## src/rtl/cfmt_pkg.sv

```systemverilog
package cfmt_pkg;

    localparam int COL_W     = 9;
    localparam int PIX_W     = 6;
    localparam int CRS_W     = 10;
    localparam int FIN_W     = 7;
    localparam int WORD_W    = COL_W + PIX_W + CRS_W + FIN_W;
    localparam int CRC_W     = 16;
    localparam int TAG_W     = WORD_W - CRC_W;
    localparam int NUM_PIX   = 45;

    localparam logic [CRC_W-1:0] CRC_POLY    = 16'h8005;
    localparam logic [TAG_W-1:0] TRAILER_TAG = 16'hA5C3;

    typedef struct packed {
        logic [COL_W-1:0] col;
        logic [PIX_W-1:0] pix;
        logic [CRS_W-1:0] coarse;
        logic [FIN_W-1:0] fine;
    } hit_word_t;

    typedef struct packed {
        logic [TAG_W-1:0] tag;
        logic [CRC_W-1:0] crc;
    } trailer_word_t;

    typedef enum logic [1:0] {
        SRC_NONE,
        SRC_HIT,
        SRC_TRAILER
    } word_src_e;

    // One 32-bit word folded into the CRC register, most significant bit first.
    function automatic logic [CRC_W-1:0] crc_fold(input logic [CRC_W-1:0] cur,
                                                 input logic [WORD_W-1:0] data);
        logic [CRC_W-1:0] r;
        logic             fb;
        r = cur;
        for (int i = WORD_W - 1; i >= 0; i--) begin
            fb = r[CRC_W-1] ^ data[i];
            r  = {r[CRC_W-2:0], 1'b0};
            if (fb) r = r ^ CRC_POLY;
        end
        return r;
    endfunction

endpackage

```

## src/rtl/cfmt_hit_packer.sv

```systemverilog
module cfmt_hit_packer
    import cfmt_pkg::*;
(
    input  logic              clk,
    input  logic              rst,
    input  logic              take,
    input  logic [COL_W-1:0]  col,
    input  logic [PIX_W-1:0]  pix,
    input  logic [CRS_W-1:0]  coarse,
    input  logic [FIN_W-1:0]  fine,
    output logic [WORD_W-1:0] word
);

    hit_word_t packed_hit;

    always_comb begin
        packed_hit.col    = col;
        packed_hit.pix    = pix;
        packed_hit.coarse = coarse;
        packed_hit.fine   = fine;
        word              = packed_hit;
    end

    // Upstream contract: only pixels that exist in the column are sent.
    AST_PIX_IN_COLUMN: assert property (@(posedge clk) disable iff (rst)
        take |-> (int'(pix) < NUM_PIX)) else $error("pixel index out of range");

endmodule

```

## src/rtl/cfmt_crc_accum.sv

```systemverilog
module cfmt_crc_accum
    import cfmt_pkg::*;
(
    input  logic              clk,
    input  logic              rst,
    input  logic              clear,
    input  logic              fold,
    input  logic [WORD_W-1:0] data,
    output logic [CRC_W-1:0]  crc
);

    logic [CRC_W-1:0] crc_q;

    always_ff @(posedge clk) begin
        if (rst || clear) begin
            crc_q <= '0;
        end else if (fold) begin
            crc_q <= crc_fold(crc_q, data);
        end
    end

    assign crc = crc_q;

    AST_NO_CLEAR_AND_FOLD: assert property (@(posedge clk) disable iff (rst)
        !(clear && fold)) else $error("trailer and hit loaded together");

endmodule

```

## src/rtl/cfmt_out_stage.sv

```systemverilog
module cfmt_out_stage
    import cfmt_pkg::*;
(
    input  logic              clk,
    input  logic              rst,
    input  word_src_e         src,
    input  logic [WORD_W-1:0] din,
    input  logic              out_ready,
    output logic              out_valid,
    output logic [WORD_W-1:0] out_word,
    output logic              can_load
);

    logic              valid_q;
    logic [WORD_W-1:0] word_q;

    assign can_load = !valid_q || out_ready;

    always_ff @(posedge clk) begin
        if (rst) begin
            valid_q <= 1'b0;
            word_q  <= '0;
        end else if (can_load) begin
            valid_q <= (src != SRC_NONE);
            if (src != SRC_NONE) word_q <= din;
        end
    end

    assign out_valid = valid_q;
    assign out_word  = word_q;

    AST_OUT_HOLD: assert property (@(posedge clk) disable iff (rst)
        (out_valid && !out_ready) |=> (out_valid && $stable(out_word)))
        else $error("output changed while stalled");

endmodule

```

## src/rtl/cfmt_top.sv

```systemverilog
module cfmt_top
    import cfmt_pkg::*;
(
    input  logic              clk,
    input  logic              rst,
    input  logic              hit_valid,
    output logic              hit_ready,
    input  logic [COL_W-1:0]  hit_col,
    input  logic [PIX_W-1:0]  hit_pix,
    input  logic [CRS_W-1:0]  hit_coarse,
    input  logic [FIN_W-1:0]  hit_fine,
    input  logic              wrap,
    output logic              out_valid,
    input  logic              out_ready,
    output logic [WORD_W-1:0] out_word
);

    logic              wrap_pend_q;
    logic              wrap_due;
    logic              can_load;
    logic              load_trailer;
    logic              take_hit;
    logic [WORD_W-1:0] hit_word;
    logic [CRC_W-1:0]  frame_crc;
    trailer_word_t     trailer;
    word_src_e         src;
    logic [WORD_W-1:0] next_word;

    // A wrap seen now or held from a stalled cycle closes the frame first.
    assign wrap_due     = wrap || wrap_pend_q;
    assign load_trailer = can_load && wrap_due;
    assign hit_ready    = can_load && !wrap_due;
    assign take_hit     = hit_valid && hit_ready;

    always_ff @(posedge clk) begin
        if (rst) begin
            wrap_pend_q <= 1'b0;
        end else if (load_trailer) begin
            wrap_pend_q <= 1'b0;
        end else if (wrap) begin
            wrap_pend_q <= 1'b1;
        end
    end

    cfmt_hit_packer u_pack (
        .clk    (clk),
        .rst    (rst),
        .take   (take_hit),
        .col    (hit_col),
        .pix    (hit_pix),
        .coarse (hit_coarse),
        .fine   (hit_fine),
        .word   (hit_word)
    );

    cfmt_crc_accum u_crc (
        .clk   (clk),
        .rst   (rst),
        .clear (load_trailer),
        .fold  (take_hit),
        .data  (hit_word),
        .crc   (frame_crc)
    );

    always_comb begin
        trailer.tag = TRAILER_TAG;
        trailer.crc = frame_crc;
        if (load_trailer) begin
            src       = SRC_TRAILER;
            next_word = trailer;
        end else if (take_hit) begin
            src       = SRC_HIT;
            next_word = hit_word;
        end else begin
            src       = SRC_NONE;
            next_word = hit_word;
        end
    end

    cfmt_out_stage u_out (
        .clk       (clk),
        .rst       (rst),
        .src       (src),
        .din       (next_word),
        .out_ready (out_ready),
        .out_valid (out_valid),
        .out_word  (out_word),
        .can_load  (can_load)
    );

    AST_WRAP_BLOCKS_HIT: assert property (@(posedge clk) disable iff (rst)
        wrap |-> !hit_ready) else $error("hit accepted with wrap");

    AST_FULL_NO_HIT: assert property (@(posedge clk) disable iff (rst)
        (out_valid && !out_ready) |-> !hit_ready) else $error("hit accepted while stalled");

    AST_TRAILER_FOLLOWS: assert property (@(posedge clk) disable iff (rst)
        (wrap_due && (!out_valid || out_ready)) |=> (out_valid && out_word[WORD_W-1:CRC_W] == TRAILER_TAG))
        else $error("trailer not loaded");

    AST_PEND_BLOCKS_HIT: assert property (@(posedge clk) disable iff (rst)
        wrap_pend_q |-> !hit_ready) else $error("hit passed a pending wrap");

endmodule

```

## config.mk

```make
export PLATFORM = sky130hd
export DESIGN_NAME = cfmt_top
export DESIGN_NICKNAME = d
export VERILOG_FILES = /design/src/rtl/cfmt_pkg.sv /design/src/rtl/cfmt_hit_packer.sv /design/src/rtl/cfmt_crc_accum.sv /design/src/rtl/cfmt_out_stage.sv /design/src/rtl/cfmt_top.sv
export SDC_FILE = /design/constraint.sdc
export NUM_CORES = 1
export LEC_CHECK = 0
export BUFFER_PORTS_ARGS = -buffer_cell sky130_fd_sc_hd__buf_2
export CORE_MARGIN = 4
export CORE_UTILIZATION = 30
export DETAILED_ROUTE_END_ITERATION = 7
export SLEW_MARGIN = 5
export SYNTH_ARGS = -nofsm -noshare
export SYNTH_HDL_FRONTEND = slang
export SYNTH_HIERARCHICAL = 1
export SYNTH_SLANG_ARGS = --single-unit
```

## constraint.sdc

```tcl
create_clock -name clk -period 6.2 [get_ports clk]
set_input_delay 0.93 -clock clk [delete_from_list [all_inputs] [get_ports clk]]
set_output_delay 0.93 -clock clk [all_outputs]
set_load 0.02 [all_outputs]
```

Word-level counts from Yosys, hierarchy flattened
Cells that the tools add are included.
{"block": "word_totals", "ff_bits": 50, "out_inout_bits": 34, "wordCells": 176, "inputBits": 37}
{"block": "classes", "mux": 97, "reduce_logical": 11, "n_bitwise": 64}
{"op": "$mux W16", "n": 94}
{"op": "$not A3 Y3", "n": 32}
{"op": "$mux W32", "n": 1}
{"op": "$xor A1 B1 Y1", "n": 32}
{"op": "$logic_and A1 B1 Y1", "n": 3}
{"op": "$logic_or A1 B1 Y1", "n": 3}
{"op": "$logic_not A1 Y1", "n": 2}
{"op": "$mux W2", "n": 1}
{"op": "$reduce_and A2 Y1", "n": 1}
{"op": "$reduce_bool A2 Y1", "n": 1}
{"op": "$reduce_or A2 Y1", "n": 1}
{"op": "$mux W1", "n": 1}

Logic depth before layout (Yosys ltp)
Gate-level depths: netlist of the first run.
{"block": "depth", "word_depth": 128, "mapped_depth": 10, "mapped_depth_nobuf": 9}

Cells and area by module
Netlist of the first run, hierarchy kept.
{"module": "cfmt_crc_accum", "n_inst": 1, "seq_area_each_um2": 320.3, "cells_per_inst": 141, "area_each_um2": 1514.0}
{"module": "cfmt_out_stage", "n_inst": 1, "seq_area_each_um2": 660.6, "cells_per_inst": 144, "area_each_um2": 1483.9}
{"module": "cfmt_top", "n_inst": 1, "seq_area_each_um2": 20.0, "cells_per_inst": 43, "area_each_um2": 424.2}
{"module": "cfmt_hit_packer", "n_inst": 1, "seq_area_each_um2": 0.0, "cells_per_inst": 32, "area_each_um2": 240.2}

Worst setup path before layout of the first run
No wires, ideal clock.
{"block": "synth_path", "kind": "input to register", "from": "input port hit_col[5]", "to": "register u_crc.crc_q[0], in the netlist u_crc/crc[0]", "t_arrival_ps": 2875, "setup_ps": 134, "required_ps": 6066, "path_buffers": 1, "path_slack_ps": 3191, "cell_stages": 7, "cell_sequence": "buf_4 > xor2_2 > xnor3_1 > xor2_1 > xnor3_2 > mux2i_1 > or4_1"}
{"block": "synth_between", "elab_chain_cells": 114, "elab_cells_between_ends": 140, "classes_between": "mux (85); bitwise (55)"}
{"element": "start, declared", "line_no": "cfmt_top.sv:8", "text": "input logic [COL_W-1:0] hit_col,"}
{"element": "$xor A1 B1 Y1 *", "line_no": "cfmt_pkg.sv:40", "text": "fb = r[CRC_W-1] ^ data[i];"}
{"element": "$mux W16 *", "line_no": "cfmt_pkg.sv:42", "text": "if (fb) r = r ^ CRC_POLY;"}
{"element": "$mux W16 *", "line_no": "cfmt_crc_accum.sv:17", "text": "end else if (fold) begin"}
{"element": "$mux W16 *", "line_no": "cfmt_crc_accum.sv:15", "text": "if (rst || clear) begin"}
{"element": "$xor A1 B1 Y1", "line_no": "cfmt_pkg.sv:40"}
{"element": "$mux W16 *", "line_no": "cfmt_pkg.sv:42"}
{"element": "$mux W16 *", "line_no": "cfmt_crc_accum.sv:17"}
{"element": "$mux W16 *", "line_no": "cfmt_crc_accum.sv:15"}
{"element": "[... 98 more ...]"}
{"element": "$mux W16 *", "line_no": "cfmt_crc_accum.sv:17"}
{"element": "$mux W16 *", "line_no": "cfmt_crc_accum.sv:15"}
{"element": "$xor A1 B1 Y1", "line_no": "cfmt_pkg.sv:40"}
{"element": "$mux W16 *", "line_no": "cfmt_pkg.sv:42"}
{"element": "$mux W16 *", "line_no": "cfmt_crc_accum.sv:17"}
{"element": "$mux W16 *", "line_no": "cfmt_crc_accum.sv:15"}
{"element": "$xor A1 B1 Y1 *", "line_no": "cfmt_pkg.sv:40"}
{"element": "$mux W16 *", "line_no": "cfmt_pkg.sv:42"}
{"element": "end signal, assigned", "line_no": "cfmt_crc_accum.sv:18", "text": "crc_q <= crc_fold(crc_q, data);"}
{"element": "end, declared", "line_no": "cfmt_crc_accum.sv:12", "text": "logic [CRC_W-1:0] crc_q;"}
Every way passes the cells marked *; elsewhere a longest branch is shown, timed or not. The select of a mux whose other input is x is not followed.
A chain may end at the register's enable or synchronous reset.

Worst setup path in the final report of the first run
Ends and elaborated chain as after synthesis.

==> results of run 1 <==
## cell type report
type | instances | area [µm²]
Fill cell | 1219 | 7960
Clock buffer | 5 | 125
Timing Repair Buffer | 70 | 350
Sequential cell | 50 | 1000
Multi-Input combinational cell | 258 | 2300
Tap cell | 147 | 184
Clock inverter | 3 | 40.0
Inverter | 1 | 3.75
## cells by family (layout without fill, tap and decap cells)
family,after synthesis,in the layout
DFF,50,50
xor gates and xnor gates,72,72
AOI/OAI and AO/OA,15,15
and+or+nand+nor,117,117
muxes,54,54
buffers and inverters,52,79
## registers in the layout, summed over array words and instances, names as in the netlist
| name | count |
|---|---|
| u_crc/crc | 16 |
| u_out/out_valid | 1 |
| u_out/out_word | 32 |
| wrap_pend_q | 1 |
## cell usage in the layout (no fill, tap or decap), drive strengths merged, types with 2 or more instances in the layout
cell    instances
a21oi           2
nor3b           2
o21ai           2
nand2b         73
mux2i          38
nor3            6
nand3           2
xnor3           6
clkinv          2
a211oi         10
nand2           3
dfxtp          50
xor3           10
nor2           17
xnor2          42
xor2           14
mux2           16
and2            9
clkbuf          5
and3            2
buf            70
## routing by layer
metal,part of all wire [%],routed length (µm),track usage [%]
met3,3.9,312,2.49
met5,0,0,0
met4,1.9,155,3.26
met1,44,3500,13.9
met2,50,4020,20.1
## worst max-delay path by stage
stage / startpoint / slack [ns] / endpoint
2_1_floorplan: hit_col[5] / 3.19 / u_crc/crc[0]
3_3_place_gp: hit_col[5] / 3.01 / u_crc/crc[0]
3_5_place_dp: hit_col[5] / 2.97 / u_crc/crc[0]
4_1_cts: hit_col[5] / 3.27 / u_crc/crc[0]
5_1_grt: wrap / 3.00 / u_crc/crc[0]
6_report: hit_col[5] / 3.26 / u_crc/crc[0]
## worst min-delay path, delay by kind of cell (launching register included)
| kind | cells | cell delay [ns] |
|---|---|---|
| flip-flops | 1 | 0.31 |
| AND/OR/NAND/NOR | 1 | 0.06 |
| multiplexers | 1 | 0.05 |
## per-stage QoR
step | std cells | hold slack (ns) | power (mW) | instance area, µm²
after floorplan | 360 | 0.486 | 0.810 | 3660
after global placement | 526 | 0.460 | 0.875 | 3840
after detailed placement | 526 | 0.459 | 0.886 | 3840
after CTS | 534 | 0.473 | 1.20 | 4000
after global routing | 534 | 0.491 | 1.25 | 4000
final | 534 | 0.473 | 1.18 | 4000
## synthesized netlist by cell type (all sizes together)
| cell type | n | area (µm²) |
|---|---|---|
| or2 | 1 | 6.26 |
| o21ai | 2 | 21.3 |
| and2 | 9 | 56.3 |
| nor2 | 17 | 63.8 |
| nand3b | 1 | 7.51 |
| a211oi | 10 | 75.1 |
| and3 | 2 | 12.5 |
| a21oi | 2 | 10.0 |
| nor3 | 6 | 30.0 |
| nand2b | 73 | 464 |
| xnor3 | 6 | 138 |
| xnor2 | 42 | 375 |
| nor3b | 2 | 20.0 |
| nand3 | 2 | 10.0 |
| or4 | 1 | 7.51 |
| xor2 | 14 | 130 |
| clkbuf | 10 | 38.8 |
| dfxtp | 50 | 1000 |
| mux2 | 16 | 229 |
| buf | 41 | 320 |
| inv | 1 | 3.75 |
| xor3 | 10 | 243 |
| mux2i | 38 | 380 |
| o21a | 1 | 7.51 |
| nand2 | 3 | 11.3 |
## power groups by stage
stage | Sequential (mW) | Clock (mW) | Combinational, mW
final | 0.369 | 0.310 | 0.505
after global routing | 0.372 | 0.331 | 0.549
after CTS | 0.369 | 0.318 | 0.511
after detailed placement | 0.377 | 0 | 0.509
after global placement | 0.377 | 0 | 0.498
after floorplan | 0.396 | 0 | 0.413
==> summary.txt, run 1 <==
Clock network
  • Post-CTS setup buffers: 0
  • Clk root buf: clkbuf_16
  • Clock Sinks: 50
  • CTS Buf Count: 5
  • TritonCTS clock tree: yes
  • Hold_buf cts: 0
  • CTS Buffer Depth: 2
  • Post-CTS sizing: 0
  • Clock transition at the registers of the reported paths: 0.07 ns
  • H-tree depth: 2
  • Clk_lat worst skew: 0.28 ns

Layout
  • Fraction of layout cells with a size suffix above 1: a little over a quarter
  • Layout Nets: 423
  • Layout Utilization: around a third
  • Synth-to-Final Area Change: 9.33%
  • # diodes: 0

Global route
  • Vias in the first global route: between 2000 and 3000
  • Tot GR Track Use: a little under an eighth
  • First-pass GRT wire length: ~13000 µm
  • GRT overflow: 0
  • Initial antenna violation count: 0
  • Largest net degree at the start of global routing: between 60 and 70

STA
  • Fin crit period: between 2 and 3 ns
  • Final WS setup: 3.26 ns
  • Final Hold Vio Count: 0
  • Peak Freq: around 340 MHz
  • Setup Viol. Count Final: 0
  • Final period util: between 40% and 50%
  • Slew @ Worst Pin: 1.12 ns
  • RSZ-0062 raised after global routing: no
  • Final Max Tran Viols: 0
  • Final setup TNS: 0 ns
  • Worst Skew: roughly 0.0071 ns
  • Slew headroom: between 20% and 30%

Synth
  • Yosys cell types: 38
  • #FFs+latches synth: 50
  • Post-synthesis mux area share: 16.6%
  • Syn avg cell area: between 10 and 15 µm²
  • Synth Warn #: 6
  • Post-Syn Area: between 0.003 and 0.004 mm²
  • Adder-cell area share of the yosys netlist: 0%
  • Main combinational cell family by area after synthesis: XOR/XNOR gates
  • Register area share after synthesis: between 20% and 30%
  • Synth Area in Simple Gates: between 10% and 20%
  • Compound-Gate Fraction of Synth Area: between 3 and 4%
  • Post-Synth XOR/XNOR Area: between 20% and 30%
  • Syn Inst Count: between 300 and 400
  • Net count after synthesis: roughly 400

Worst setup path
  • Worst-path maximum fanout: 6
  • CP peak stage delay: 0.51 ns
  • Worst reg2reg path depth: 6
  • Crit path arrival time: between 3 and 4 ns
  • Critical path's slowest cell: or4_1
  • Cell count along the critical path: 7
  • Critical Path Start Type: input port
  • Worst reg2reg endpoint: u_crc/crc[0]
  • Critical Path RT: approximately 6.4 ns
  • Worst reg2reg startpoint: u_crc/crc[12]
  • CP bufs+invs: 1
  • Critical path class: input port to flop
  • CP top delay family: XOR/XNOR gates
  • Critical-path cell list: buf_2 > xor2_2 > xnor3_1 > xor2_1 > xnor3_2 > mux2i_1 > or4_1
  • Reg2reg setup slack: roughly 3.6 ns
  • Crit. End Element: flop

Route
  • Via count: ~2300
  • WL final: ~8000 µm
  • Number of routed nets with antenna violations: 0
  • Number of remaining DRC errors: 0
  • Vias per Instance: about 4.4
  • Initial DRC count: 57
  • First-pass DRT Iterations: 4
  • DR WL/cell: about 15 µm

Status
  • Status: complete, no violations

Power
  • Sequential share of power: between 30% and 40%
  • Leak pwr: between 1.5 and 2 nW
  • Switching share of power: around 32%
  • Clk pwr share: between 20% and 30%
  • Pwr dens: roughly 300 mW/mm²
  • NetSw: between 0.3 and 0.4 mW
  • Comb power frac: ~43%
  • VDD IR max: between 0.0001 and 0.00015 V
  • P_int: 0.801 mW

Floorplanning
  • Die height: about 120 µm
  • Num rows: 40
  • Initial core utilization: between 30% and 40%
  • Die area: roughly 0.014 mm²
  • Core area: 0.0120 mm²
  • Die width: ~120 µm
  • I/O pin cnt: 71

Placed design
  • Global placer's final weighted congestion: 0.795
  • Dpl hpwl: roughly 6000 µm
  • Pre-CTS setup slack: 2.97 ns
  • Port bufs: 70

Min path
  • WHS Path Cells: 2
  • Hold path start: u_out/out_word[29]
  • Min-delay worst type: flop to flop
  • Hold EP: u_out/out_word[29]

Job
  • Max-cap violation count: 0
Power figures use the tool's default switching activity.
==> run 2, diff against run 1 <==
clock period = 2.4 ns   (was 6.2 ns; I/O delays follow)
==> run 2 against run 1 <==
  * Critical path depth shrank 1
  * Sequential power grew to 2.6 times the previous value
  * Final area grew 8.0%
  * Worst setup slack lost 3.2 ns
  * Core utilization grew 2.7 points
  * Global-route usage grew 0.50 points
  * Combinational power grew to 3.2 times the previous value
  * Clock power grew 140%
  * Routed wire length grew 7.5%
  * Largest cell class unchanged
  * Critical endpoint unchanged
  * Clock skew shrank 0.00056 ns
  * Register-to-register slack lost 3.5 ns
  * Largest power group unchanged
  * Final cell count grew 6.6%
==> summary.txt, run 2 (synthesis gave the netlist of run 1 again) <==
Status
  • Status: complete, no violations

STA
  • WHS: between 0.3 and 0.4 ns
  • Fin crit period: 2.34 ns
  • Final Max Tran Viols: 0
  • Peak Freq: between 400 and 500 MHz
  • Final Hold Vio Count: 0
  • Worst Skew: 0.00649 ns
  • Slew headroom: 67.3%
  • Slew @ Worst Pin: 0.487 ns
  • Setup Viol. Count Final: 0
  • Final period util: just under 100%
  • Final setup TNS: 0 ns

Layout
  • Design area: about 0.0043 mm²
  • Final Non-Filler Cells: roughly 570
  • Most common cell after layout, fill and taps aside: nand2b_1
  • Commonest non-fill, non-tap cells in the layout: nand2b_1, buf_2, dfxtp_1
  • Layout Nets: around 460
  • Fill cells: ~1200
  • Fraction of layout cells with a size suffix above 1: between 30% and 40%
  • Max reg flops: 32
  • # diodes: 0
  • Synth-to-Final Area Change: 18.1%

Placed design
  • Post-Place Cells: approximately 560
  • Dpl hpwl: 6740 µm
  • Global placer's final weighted congestion: between 0.8 and 0.9
  • Port bufs: 70
  • Placed Instance Area: around 0.0041 mm²

Worst setup path
  • Critical Path Start Type: flop
  • Critical path's slowest cell: or4_1
  • Worst-path maximum fanout: 4
  • Crit path arrival time: 2.50 ns
  • Crit. End Element: flop
  • Worst reg2reg startpoint: u_crc/crc[9]
  • Critical Path RT: between 2 and 3 ns
  • CP top delay family: XOR/XNOR gates
  • CP peak stage delay: 0.51 ns
  • Critical path launch point: u_crc/crc[9]
  • CP bufs+invs: 0
  • Critical-path cell list: xnor2_2 > xor3_2 > xor2_2 > xnor3_2 > mux2i_1 > or4_1
  • Critical path class: flop to flop

Route
  • Number of remaining DRC errors: 0
  • DR WL/cell: roughly 15 µm
  • WL final: 8590 µm
  • First-pass DRT Iterations: 4
  • Number of routed nets with antenna violations: 0
  • Initial DRC count: slightly below 100
  • Via count: roughly 2500
  • Vias per Instance: 4.38

Clock network
  • H-tree depth: 2
  • Clock Sinks: 50
  • Clock transition at the registers of the reported paths: around 0.07 ns
  • CTS Buf Count: 5
  • TritonCTS clock tree: yes
  • Hold_buf cts: 0
  • Clk_lat worst skew: 0.28 ns
  • CTS Buffer Depth: 2
  • Clk root buf: clkbuf_16

Job
  • Max-cap violation count: 0

Power
  • VDD IR max: approximately 0.00032 V
  • Leak pwr: roughly 2 nW
  • Pwr dens: ~770 mW/mm²

Floorplanning
  • Die height: 118 µm
  • Core area: 0.0120 mm²
  • Initial core utilization: a little under a third
  • Num rows: 40
  • Die width: around 120 µm
  • I/O pin cnt: between 70 and 80
  • Die area: approximately 0.014 mm²

Global route
  • GRT overflow: 0
  • Tot GR Track Use: between 10% and 20%
  • Vias in the first global route: 2578
  • First-pass GRT wire length: 13500 µm
  • Largest net degree at the start of global routing: 47
  • Initial antenna violation count: 1

Min path
  • Hold path start: out_ready
  • Min-delay worst type: input port to flop
[run 2: final cells by class]
| cell class | instances | area (µm²) | share of cell area (%) |
|---|---|---|---|
| clock buffers | 6 | 139 | 3.21 |
| well taps | 147 | 184 | 4.25 |
| flip-flops and latches | 50 | 1000 | 23.2 |
| inverters | 1 | 3.75 | 0.0868 |
| clock inverters | 2 | 12.5 | 0.289 |
| repair buffers | 105 | 626 | 14.5 |
| multi-input cells | 258 | 2350 | 54.5 |
[run 2: stage by stage]
| stage | utilization [%] | power (mW) | setup slack (ns) |
|---|---|---|---|
| 2_1_floorplan | - | 2.10 | -0.0248 |
| 3_3_place_gp | 34.5 | 2.52 | -0.0494 |
| 3_5_place_dp | 34.5 | 2.57 | -0.0777 |
| 4_1_cts | 35.8 | 3.32 | 0.0258 |
| 5_1_grt | 36.2 | 3.47 | -0.00387 |
| 6_report | 36.2 | 3.32 | 0.0643 |
[run 2: what timing repair did]
item | in CTS | in global routing
buffers inserted | 0 | 2
setup endpoints to repair | 0 | 1
gates resized for setup | 0 | 8
[run 2: worst paths after layout]
path	endpoint	slack [ns]	depth (start not counted)
worst min register to register	u_out/out_word[12]	0.47	2
worst max register to register	u_crc/crc[0]	0.06	6
worst min-delay path	wrap_pend_q	0.40	3
worst max-delay path	u_crc/crc[0]	0.06	6
[run 2: tightest hold or removal path, delay by kind of cell]
kind | cells | cell delay (ns)
AND/OR/NAND/NOR | 2 | 0.21
buffers and inverters | 1 | 0.07
[run 2: metal layers]
| metal | track usage [%] | up-vias | share of wire (%) | wire length [µm] |
|---|---|---|---|---|
| li1 | - | 1262 | - | - |
| met1 | 14.7 | 1183 | 45 | 3840 |
| met2 | 21.2 | 39 | 50 | 4320 |
| met3 | 2.49 | 6 | 4.0 | 346 |
| met4 | 2.61 | 2 | 0.77 | 66 |
| met5 | 0 | - | 0.15 | 13 |
[run 2: power by group]
part / switching, mW / internal, mW
Clock: 0.329 / 0.414
Sequential: 0.0509 / 0.903
Combinational: 0.709 / 0.911
Total: 1.09 / 2.23
==> run 3, diff against run 2 <==
MAX_ROUTING_LAYER = met4   (was default)
PLACE_DENSITY = 0.61   (was default)
TNS_END_PERCENT = 5   (was default)
==> run 3 against run 2 <==
  * Clock skew is 0.0012 ns higher
  * Highest routed layer is now met4
  * Critical path depth unchanged
  * Global-route usage rose by 0.64 points
==> summary.txt, run 3 (synthesis gave the netlist of run 1 again) <==
Route
  • Vias per Instance: about 4.4
  • Number of routed nets with antenna violations: 0
  • Initial DRC count: between 60 and 70
  • First-pass DRT Iterations: 8
  • DR WL/cell: between 15 and 20 µm
  • WL final: about 8600 µm
  • Via count: between 2000 and 3000
  • Number of remaining DRC errors: 0

Clock network
  • H-tree depth: 2
  • TritonCTS clock tree: yes
  • Clk_lat worst skew: 0.30 ns
  • CTS Buf Count: 5
  • CTS Buffer Depth: 2
  • Clock transition at the registers of the reported paths: 0.07 ns
  • Clk root buf: clkbuf_16
  • Clock Sinks: 50
  • Hold_buf cts: 0

Power
  • Total power: approximately 3.4 mW
  • Pwr dens: about 780 mW/mm²
  • VDD IR max: approximately 0.00025 V
  • Leak pwr: 1.98 nW

Floorplanning
  • Die width: 118 µm
  • Initial core utilization: between 30% and 40%
  • Num rows: 40
  • Die height: approximately 120 µm
  • Die area: ~0.014 mm²
  • I/O pin cnt: 71
  • Core area: between 0.01 and 0.015 mm²

Min path
  • Min-delay worst type: input port to flop

Worst setup path
  • Crit path arrival time: roughly 2.5 ns
  • CP top delay family: XOR/XNOR gates
  • Crit. End Element: flop
  • Critical path class: flop to flop
  • Critical Path Start Type: flop
  • Critical Path RT: 2.58 ns
  • Critical path's slowest cell: or4_1
  • CP peak stage delay: approximately 0.5 ns
  • CP bufs+invs: 0
  • Worst-path maximum fanout: 4
  • Critical-path cell list: xnor2_2 > xor3_2 > xor2_2 > xnor3_2 > mux2i_1 > or4_1

STA
  • Final WS setup: about 0.07 ns
  • Fin crit period: roughly 2.3 ns
  • Worst Skew: about 0.0076 ns
  • WHS: roughly 0.29 ns
  • Final Hold Vio Count: 0
  • Slew @ Worst Pin: 0.457 ns
  • Slew headroom: a little over two thirds
  • Setup Viol. Count Final: 0
  • Final Max Tran Viols: 0
  • Peak Freq: 429 MHz
  • RSZ-0062 raised after global routing: no
  • Final period util: a little over nine tenths

Placed design
  • Post-Place Cells: 560
  • Port bufs: 70
  • Pre-CTS setup slack: -0.0722 ns
  • Placed Instance Area: ~0.0041 mm²
  • Dpl hpwl: 6700 µm
  • Global placer's final weighted congestion: between 0.7 and 0.8

Layout
  • Layout Nets: between 400 and 500
  • Most common cell after layout, fill and taps aside: nand2b_1
  • Design area: roughly 0.0044 mm²
  • Commonest non-fill, non-tap cells in the layout: nand2b_1, buf_2, dfxtp_1
  • Fraction of layout cells with a size suffix above 1: a little over a third
  • Max reg flops: 32
  • Synth-to-Final Area Change: 18.8%
  • Final Non-Filler Cells: roughly 570

Global route
  • Largest net degree at the start of global routing: 40
  • GRT overflow: 0
  • Tot GR Track Use: about an eighth
  • First-pass GRT wire length: 13500 µm
  • Initial antenna violation count: 3
  • Vias in the first global route: roughly 2600

Job
  • Max-cap violation count: 0

Status
  • Status: complete, no violations
-- run 3: cell count changes in the layout (fill, tap and decap cells not counted), sizes merged --
cell      previous run  this run
bufinv               0         1
clkbuf               6         5
clkinv               1         0
clkinvlp             1         2
diode                0         3
-- run 3: through the flow --
step                TNS, ns  util [%]
floorplan           -0.0248         -
global placement    -0.0357      34.6
detailed placement  -0.0722      34.6
CTS                       0      36.0
global route              0      36.4
finish                    0      36.4
-- run 3: where the power goes --
| part | switching [mW] | internal [mW] | total (mW) |
|---|---|---|---|
| combinational | 0.697 | 0.907 | 1.60 |
| clock | 0.335 | 0.492 | 0.827 |
| sequential | 0.0487 | 0.904 | 0.952 |
| total | 1.08 | 2.30 | 3.38 |
-- run 3: layout make-up --
class                   count  area (µm²)
fillers                  1196        7610
multi-input cells         258        2350
flip-flops and latches     50        1010
repair buffers            105         626
well taps                 147         184
clock buffers               5         125
clock inverters             3        45.0
diodes                      3        7.51
inverters                   1        3.75
-- run 3: metal layers --
metal  share of wire (%)  wire [µm]  global-route usage [%]
met1                  41       3540                    13.6
met2                  51       4400                    21.7
met3                 5.4        465                    3.40
met4                 2.3        198                    5.14
met5                   0          0                       -
-- run 3: path summary, 6_finish.rpt --
path / from / to / slack [ns] / depth (start not counted)
max: u_crc/crc[9] / u_crc/crc[0] / 0.07 / 6
min: rst / u_out/out_valid / 0.29 / 2
max reg2reg: u_crc/crc[9] / u_crc/crc[0] / 0.07 / 6
min reg2reg: u_out/out_word[6] / u_out/out_word[6] / 0.47 / 2
-- run 3: timing repair --
| action | in CTS | in global routing |
|---|---|---|
| gates resized for setup | 0 | 9 |
| setup buffers | 0 | 1 |
| endpoints found under the setup margin | 0 | 1 |
| hold endpoints to repair | 0 | 0 |
